--- src/rtl/tsc_pkg.sv ---
package tsc_pkg;
    localparam int CTRL_W     = 8;
    localparam int B_SRST     = 7;
    localparam int B_INTERNAL = 6;
    localparam int B_CEN      = 5;
    localparam logic ADDR_CTRL  = 1'b0;
    localparam logic ADDR_CBYTE = 1'b1;

    typedef enum logic [1:0] {
        RS_RUN  = 2'd0,
        RS_HOLD = 2'd1,
        RS_CLR1 = 2'd2
    } rst_state_e;

    typedef enum logic {
        FR_HUNT = 1'b0,
        FR_LOCK = 1'b1
    } frm_state_e;
endpackage

--- src/rtl/tsc_reset_fsm.sv ---
module tsc_reset_fsm
    import tsc_pkg::*;
(
    input  logic clk,
    input  logic rst_n,
    input  logic ctrl_wr,
    input  logic wr_srst_bit,
    output logic in_reset
);
    rst_state_e state_q, state_d;

    always_ff @(posedge clk or negedge rst_n) begin
        if (!rst_n) state_q <= RS_RUN;
        else        state_q <= state_d;
    end

    always_comb begin
        state_d = state_q;
        if (ctrl_wr) begin
            if (wr_srst_bit) begin
                state_d = RS_HOLD;
            end else begin
                unique case (state_q)
                    RS_RUN:  state_d = RS_RUN;
                    RS_HOLD: state_d = RS_CLR1;
                    RS_CLR1: state_d = RS_RUN;
                    default: state_d = RS_HOLD;
                endcase
            end
        end
    end

    always_comb begin
        in_reset = (state_q != RS_RUN);
    end

    AST_SET_ENTERS_HOLD: assert property (@(posedge clk) disable iff (!rst_n)
        (ctrl_wr && wr_srst_bit) |=> (state_q == RS_HOLD));
    AST_RELEASE_AFTER_TWO: assert property (@(posedge clk) disable iff (!rst_n)
        (state_q == RS_RUN && $past(state_q) != RS_RUN) |-> ($past(state_q) == RS_CLR1));
endmodule

--- src/rtl/tsc_frame_cnt.sv ---
module tsc_frame_cnt
    import tsc_pkg::*;
#(
    parameter int CHAN_W = 5,
    parameter int BIT_W  = 3
) (
    input  logic              clk,
    input  logic              rst_n,
    input  logic              clr,
    input  logic              bit_tick,
    input  logic              frame_pulse,
    output logic              locked,
    output logic [CHAN_W-1:0] chan,
    output logic [BIT_W-1:0]  bitn
);
    localparam int POS_W = CHAN_W + BIT_W;

    frm_state_e       state_q, state_d;
    logic [POS_W-1:0] pos_q, pos_d;

    always_ff @(posedge clk or negedge rst_n) begin
        if (!rst_n) begin
            state_q <= FR_HUNT;
            pos_q   <= '0;
        end else begin
            state_q <= state_d;
            pos_q   <= pos_d;
        end
    end

    always_comb begin
        state_d = state_q;
        pos_d   = pos_q;
        if (clr) begin
            state_d = FR_HUNT;
            pos_d   = '0;
        end else if (bit_tick) begin
            unique case (state_q)
                FR_HUNT: begin
                    if (frame_pulse) begin
                        state_d = FR_LOCK;
                        pos_d   = '0;
                    end
                end
                FR_LOCK: begin
                    pos_d = frame_pulse ? '0 : pos_q + 1'b1;
                end
                default: state_d = FR_HUNT;
            endcase
        end
    end

    always_comb begin
        locked = (state_q == FR_LOCK);
        chan   = pos_q[POS_W-1:BIT_W];
        bitn   = pos_q[BIT_W-1:0];
    end

    AST_POS_STEP: assert property (@(posedge clk) disable iff (!rst_n)
        (locked && bit_tick && !frame_pulse && !clr) |=> ({chan, bitn} == $past({chan, bitn}) + 1'b1));
    AST_FRAME_ALIGN: assert property (@(posedge clk) disable iff (!rst_n)
        (bit_tick && frame_pulse && !clr) |=> (locked && chan == '0 && bitn == '0));
endmodule

--- src/rtl/tsc_slot_decode.sv ---
module tsc_slot_decode
    import tsc_pkg::*;
#(
    parameter int CHAN_W = 5,
    parameter int BIT_W  = 3,
    parameter int SLOT_W = 4,
    parameter int C_SLOT = 1
) (
    input  logic                   in_reset,
    input  logic                   internal,
    input  logic                   c_en,
    input  logic [SLOT_W-1:0]      slot,
    input  logic [(1<<BIT_W)-1:0]  cbyte,
    input  logic                   locked,
    input  logic [CHAN_W-1:0]      chan,
    input  logic [BIT_W-1:0]       bitn,
    input  logic [1:0]             pin_n,
    output logic [1:0]             en,
    output logic                   cbus_oe,
    output logic                   cbus_out
);
    logic in_slot;
    logic in_cslot;

    always_comb begin
        in_slot  = locked && (chan == CHAN_W'(slot));
        in_cslot = locked && (chan == CHAN_W'(C_SLOT));
    end

    for (genvar d = 0; d < 2; d++) begin : g_dir
        always_comb begin
            if (in_reset)      en[d] = 1'b0;
            else if (internal) en[d] = in_slot;
            else               en[d] = ~pin_n[d];
        end
    end

    always_comb begin
        cbus_oe  = !in_reset && internal && c_en && in_cslot;
        cbus_out = cbus_oe ? cbyte[~bitn] : 1'b0;
    end
endmodule

--- src/rtl/tsc_timeslot_ctrl.sv ---
module tsc_timeslot_ctrl
    import tsc_pkg::*;
#(
    parameter int CHAN_W = 5,
    parameter int BIT_W  = 3,
    parameter int SLOT_W = 4,
    parameter int C_SLOT = 1
) (
    input  logic       clk,
    input  logic       rst_n,
    input  logic       reg_wr,
    input  logic       reg_addr,
    input  logic [7:0] reg_wdata,
    output logic [7:0] ctrl_rd,
    output logic       in_soft_reset,
    input  logic       bit_tick,
    input  logic       frame_pulse,
    input  logic       tx_en_pin_n,
    input  logic       rx_en_pin_n,
    output logic       tx_en,
    output logic       rx_en,
    output logic       cbus_oe,
    output logic       cbus_out
);
    localparam int BYTE_W = 1 << BIT_W;

    logic [CTRL_W-2:0] ctrl_lo;
    logic [BYTE_W-1:0] cbyte;
    logic              in_reset;
    logic              ctrl_wr;
    logic              locked;
    logic [CHAN_W-1:0] chan;
    logic [BIT_W-1:0]  bitn;
    logic [1:0]        en;

    always_comb begin
        ctrl_wr = reg_wr && (reg_addr == ADDR_CTRL);
    end

    tsc_reset_fsm u_rst (
        .clk         (clk),
        .rst_n       (rst_n),
        .ctrl_wr     (ctrl_wr),
        .wr_srst_bit (reg_wdata[B_SRST]),
        .in_reset    (in_reset)
    );

    always_ff @(posedge clk or negedge rst_n) begin
        if (!rst_n) begin
            ctrl_lo <= '0;
            cbyte   <= '0;
        end else if (in_reset) begin
            ctrl_lo <= '0;
            cbyte   <= '0;
        end else if (reg_wr) begin
            if (reg_addr == ADDR_CTRL && !reg_wdata[B_SRST]) ctrl_lo <= reg_wdata[CTRL_W-2:0];
            if (reg_addr == ADDR_CBYTE)                      cbyte   <= reg_wdata[BYTE_W-1:0];
        end
    end

    tsc_frame_cnt #(.CHAN_W(CHAN_W), .BIT_W(BIT_W)) u_frame (
        .clk         (clk),
        .rst_n       (rst_n),
        .clr         (in_reset),
        .bit_tick    (bit_tick),
        .frame_pulse (frame_pulse),
        .locked      (locked),
        .chan        (chan),
        .bitn        (bitn)
    );

    tsc_slot_decode #(.CHAN_W(CHAN_W), .BIT_W(BIT_W), .SLOT_W(SLOT_W), .C_SLOT(C_SLOT)) u_dec (
        .in_reset (in_reset),
        .internal (ctrl_lo[B_INTERNAL]),
        .c_en     (ctrl_lo[B_CEN]),
        .slot     (ctrl_lo[SLOT_W-1:0]),
        .cbyte    (cbyte),
        .locked   (locked),
        .chan     (chan),
        .bitn     (bitn),
        .pin_n    ({rx_en_pin_n, tx_en_pin_n}),
        .en       (en),
        .cbus_oe  (cbus_oe),
        .cbus_out (cbus_out)
    );

    always_comb begin
        tx_en         = en[0];
        rx_en         = en[1];
        in_soft_reset = in_reset;
        ctrl_rd       = in_reset ? 8'h80 : {1'b0, ctrl_lo};
    end

    AST_REGS_HELD_CLEAR: assert property (@(posedge clk) disable iff (!rst_n)
        (in_reset && $past(in_reset)) |-> (ctrl_lo == '0 && cbyte == '0));
    AST_QUIET_IN_RESET: assert property (@(posedge clk) disable iff (!rst_n)
        in_reset |-> (!tx_en && !rx_en && !cbus_oe));
endmodule

--- config.mk ---
export PLATFORM = sky130hd
export DESIGN_NAME = tsc_timeslot_ctrl
export DESIGN_NICKNAME = d
export VERILOG_FILES = /design/src/rtl/tsc_pkg.sv /design/src/rtl/tsc_reset_fsm.sv /design/src/rtl/tsc_frame_cnt.sv /design/src/rtl/tsc_slot_decode.sv /design/src/rtl/tsc_timeslot_ctrl.sv
export SDC_FILE = /design/constraint.sdc
export NUM_CORES = 1
export LEC_CHECK = 0
export BUFFER_PORTS_ARGS = -buffer_cell sky130_fd_sc_hd__buf_2
export CAP_MARGIN = 20
export CORE_MARGIN = 5
export CORE_UTILIZATION = 25
export CTS_BUF_LIST = sky130_fd_sc_hd__clkbuf_8
export DETAILED_ROUTE_END_ITERATION = 12
export HOLD_SLACK_MARGIN = 0.06
export PLACE_DENSITY = 0.48
export SLEW_MARGIN = 20
export SYNTH_ARGS = -nofsm -noshare
export SYNTH_HDL_FRONTEND = slang
export SYNTH_SLANG_ARGS = --single-unit
--- constraint.sdc ---
create_clock -name clk -period 1.8 [get_ports clk]
set_clock_uncertainty 0.2 [all_clocks]
set_input_delay 0.09 -clock clk [delete_from_list [all_inputs] [get_ports clk]]
set_output_delay 0.09 -clock clk [all_outputs]
set_load 0.01 [all_outputs]
==> Implementation_results.wiki <==
{| class="wikitable"
! Metric !! Value
|-
| Combinational family with the most area after synthesis || simple AND/OR/NAND/NOR gates
|-
| Top post-synthesis cells by area || sky130_fd_sc_hd__dfrtp_1, sky130_fd_sc_hd__nand3_1, sky130_fd_sc_hd__nand2_1
|-
| Worst ir drop on vdd || 0.000414 V
|-
| Shortest clock period the worst path allows after layout || 1.80 ns
|-
| Die boundary width || 86.5 um
|-
| Result of the run || complete, but fails checks
|-
| Post-synthesis simple-gate area fraction || 0.294
|-
| Largest fanout on the critical path || 3
|-
| Pin slew with the least headroom to its limit || 0.626 ns
|-
| Most instantiated flip-flop cell in the synthesis netlist || sky130_fd_sc_hd__dfrtp_1
|-
| Fraction of layout instances using a drive strength above 1 || 0.321
|-
| Synth async-reset ratio || 1.00
|-
| Wire length of the first global-routing pass || 7030 um
|-
| Logic depth of the worst register-to-register path || 5
|-
| Total of fill cells in the finished design || 601
|-
| Vias per std cell || 4.95
|-
| Critical path launch point type || register
|-
| Number of detailed-routing iterations run before antenna repair || 4
|-
| Most instantiated cells after synthesis || sky130_fd_sc_hd__dfrtp_1, sky130_fd_sc_hd__nand3_1, sky130_fd_sc_hd__nand2_1, sky130_fd_sc_hd__a21oi_1, sky130_fd_sc_hd__o21ai_0
|-
| Number of unique standard cell types used by synthesis || 36
|-
| Yosys top cell area share || 0.445
|-
| Number of maximum-capacitance violations || 0
|-
| Violations in the final reports || negative setup slack
|-
| Setup-failing EPs final || 1
|-
| Area taken by multi-input logic gates || 816 um2
|-
| Highest attainable clock frequency || 0.555 GHz
|-
| IO Pins || 29
|-
| Fraction of the cycle the final worst path needs || 1.00
|-
| Setup repair after global routing missed its margin || true
|-
| Post-DP Area || 1700 um2
|-
| Per-instance average area after synthesis || 8.81 um2
|-
| Capturing instance or port of the critical path || cbus_out
|-
| Clock buffer count from CTS || 3
|-
| Root buf cell || sky130_fd_sc_hd__clkbuf_8
|-
| Initial DRC Count || 61
|-
| Data arrival time of the critical path || 1.51 ns
|-
| Total power density per cell area || 730 nW/um2
|-
| Adder and majority cell fraction of the synthesized area || 0.00855
|-
| Area taken by flip-flops and latches || 654 um2
|-
| Seq/Total Area, Yosys || 0.445
|-
| Maximum count of clock buffers along a single path || 2
|-
| Max Transition Viols Final || 0
|-
| Total global routing overflow || 0
|-
| Port bufs || 28
|-
| Total routing resource utilization after global routing || 0.119
|-
| Clock H-tree levels || 1
|-
| Synthesized Nets || 183
|-
| Cells after Synth || 166
|-
| Hold WC Path Type || input pin to asynchronous set/reset pin
|-
| Wire length reported by the detailed router || 4390 um
|-
| Cell with the most instances after synthesis || sky130_fd_sc_hd__dfrtp_1
|-
| Yosys top cell by area || sky130_fd_sc_hd__dfrtp_1
|-
| Via count of the first global-routing pass || 1426
|-
| CTS sink cnt || 26
|-
| Post-route antenna net violation count || 0
|-
| Overall power || 1560 uW
|-
| Mux contribution to synthesized area || 0.0308
|-
| Detailed placer's ending HPWL || 2940 um
|-
| Worst setup EP type || output pin
|-
| Destination of the worst register-to-register timing path || u_frame.pos_q[6]
|-
| Number of synthesized flops with an enable pin || 0
|-
| Count of synthesis-stage warnings from yosys || 0
|-
| Latest clock arrival within the worst-skew pair || 0.28 ns
|-
| Xor-xnor portion of the synthesized cell area || 0.0240
|-
| Count of inserted antenna diode cells || 0
|-
| Final Hold Vio Count || 0
|-
| Initial antenna violation count || 0
|-
| TritonCTS clock tree || yes
|-
| Number of flip-flops and latches in the synthesized netlist || 26
|-
| Pleak || 0.000928 uW
|-
| Area of the die || 7480 um2
|-
| Post-route cell area || 2140 um2
|-
| Height of the chip || 86.5 um
|-
| CP Launch Point || u_frame.pos_q[0]
|-
| Post-detailed-route DRC marker count || 0
|-
| Area added between synthesis and finish || 46.0%
|-
| Cell area after technology mapping || 1460 um2
|-
| DR WL/cell || 15.0 um
|-
| Gp weighted congestion || 0.804
|-
| Type of the setup path with the least slack || register to output pin
|-
| Largest net degree at the start of global routing || 27
|-
| Via total after detailed routing || 1449
|-
| Compound-gate portion of the synthesized area || 0.146
|-
| Clock transition at the registers of the reported paths || 0.10 ns
|-
| Starting utilization of the core area || 0.261
|-
| Worst slew slack as a fraction of its limit || 0.583
|-
| Reg-to-reg startpoint || u_frame.pos_q[0]
|-
| Register-to-register path setup slack || 0.07 ns
|-
| # nets final || 239
|-
| Worst Setup Slack, final || -0.00221 ns
|-
| Number of standard-cell rows in the floorplan || 27
|-
| Required time of the critical path || 1.51 ns
|-
| Std-Cell Core Area || 5610 um2
|}
-- where the power goes --
group	total, uW	switching, uW	leakage [uW]	internal, uW
Sequential	667	40.4	0.000349	626
Combinational	385	209	0.000543	176
Clock	508	210	0.0000357	298
-- area by class of cell --
cell class	instances	area share
clock buffer	3	0.0193
clock inverter	1	0.0141
inverter	3	0.00527
multi-input combinational	123	0.382
sequential	26	0.306
tap	72	0.0422
timing repair buffer	65	0.231
-- logic make-up (layout without fill, tap and decap cells) --
kind of cell,count (synthesis),count (layout)
multiplexers,3,3
flip-flops,26,26
AO/OA/AOI/OAI,37,37
adder cells (fa/ha/maj),1,1
AND/OR/NAND/NOR,78,78
buffers and inverters,17,72
XOR/XNOR,4,4
-- flip-flops by register name (all words and copies together) (netlist names) --
register and flops:
cbyte 8, ctrl_lo 7, u_frame.locked 1, u_frame.pos_q 8, u_rst.state_q 2
-- layer usage --
metal	wire [um]	vias to the layer above	track usage
met5	0	-	0
met4	22	0	0.0212
met3	232	2	0.0342
met2	2080	32	0.194
met1	2050	704	0.158
li1	-	711	-
-- cell usage in the layout, fill, tap and decap left out, types with 3 or more instances in the layout --
master                           n
sky130_fd_sc_hd__clkbuf_8        3
sky130_fd_sc_hd__dlygate4sd3_1  17
sky130_fd_sc_hd__nand3_1        23
sky130_fd_sc_hd__o21ai_0         9
sky130_fd_sc_hd__nand4_1         4
sky130_fd_sc_hd__xnor2_2         4
sky130_fd_sc_hd__buf_6           8
sky130_fd_sc_hd__dfrtp_2         3
sky130_fd_sc_hd__and2_1          7
sky130_fd_sc_hd__a21oi_1        16
sky130_fd_sc_hd__nand4b_1        3
sky130_fd_sc_hd__buf_4          13
sky130_fd_sc_hd__buf_2          27
sky130_fd_sc_hd__or4_1           3
sky130_fd_sc_hd__nand2_1        22
sky130_fd_sc_hd__dfrtp_1        23
-- worst min-delay path by stage --
| stage | slack, ns | endpoint | start |
|---|---|---|---|
| after floorplan | -0.41 | cbyte[0] | rst_n |
| after global placement | -0.06 | u_frame.locked | rst_n |
| after detailed placement | -0.06 | u_frame.locked | rst_n |
| after CTS | 0.18 | u_rst.state_q[0] | rst_n |
| after global routing | 0.21 | u_rst.state_q[0] | rst_n |
| final | 0.15 | u_frame.locked | rst_n |
-- timing repair --
item	4_1_cts	5_1_grt
hold buffers	17	0
endpoints found under the setup margin	4	6
hold endpoints to repair	45	0
pin swaps	3	11
resized for setup	4	20
setup buffers	7	4
-- per-stage QoR --
stage / hold WS, ns / util / setup slack, ns / setup TNS (ns) / instances
after detailed placement: -0.0565 / 0.303 / 0.0528 / 0 / 261
final: 0.146 / 0.381 / -0.00221 / -0.00221 / 293
after global placement: -0.0560 / 0.303 / 0.0917 / 0 / 261
after floorplan: -0.406 / - / 0.218 / 0 / 166
after CTS: 0.175 / 0.357 / -0.0306 / -0.0306 / 289
after global routing: 0.209 / 0.381 / -0.0506 / -0.147 / 293
-- critical path, cell delays in order (launching register included) --
cell	delay [ns]
sky130_fd_sc_hd__dfrtp_2	0.44
sky130_fd_sc_hd__buf_4	0.14
sky130_fd_sc_hd__mux2_4	0.29
sky130_fd_sc_hd__o22ai_2	0.15
sky130_fd_sc_hd__nor4_2	0.06
sky130_fd_sc_hd__buf_2	0.14
Power figures use the tool's default switching activity.
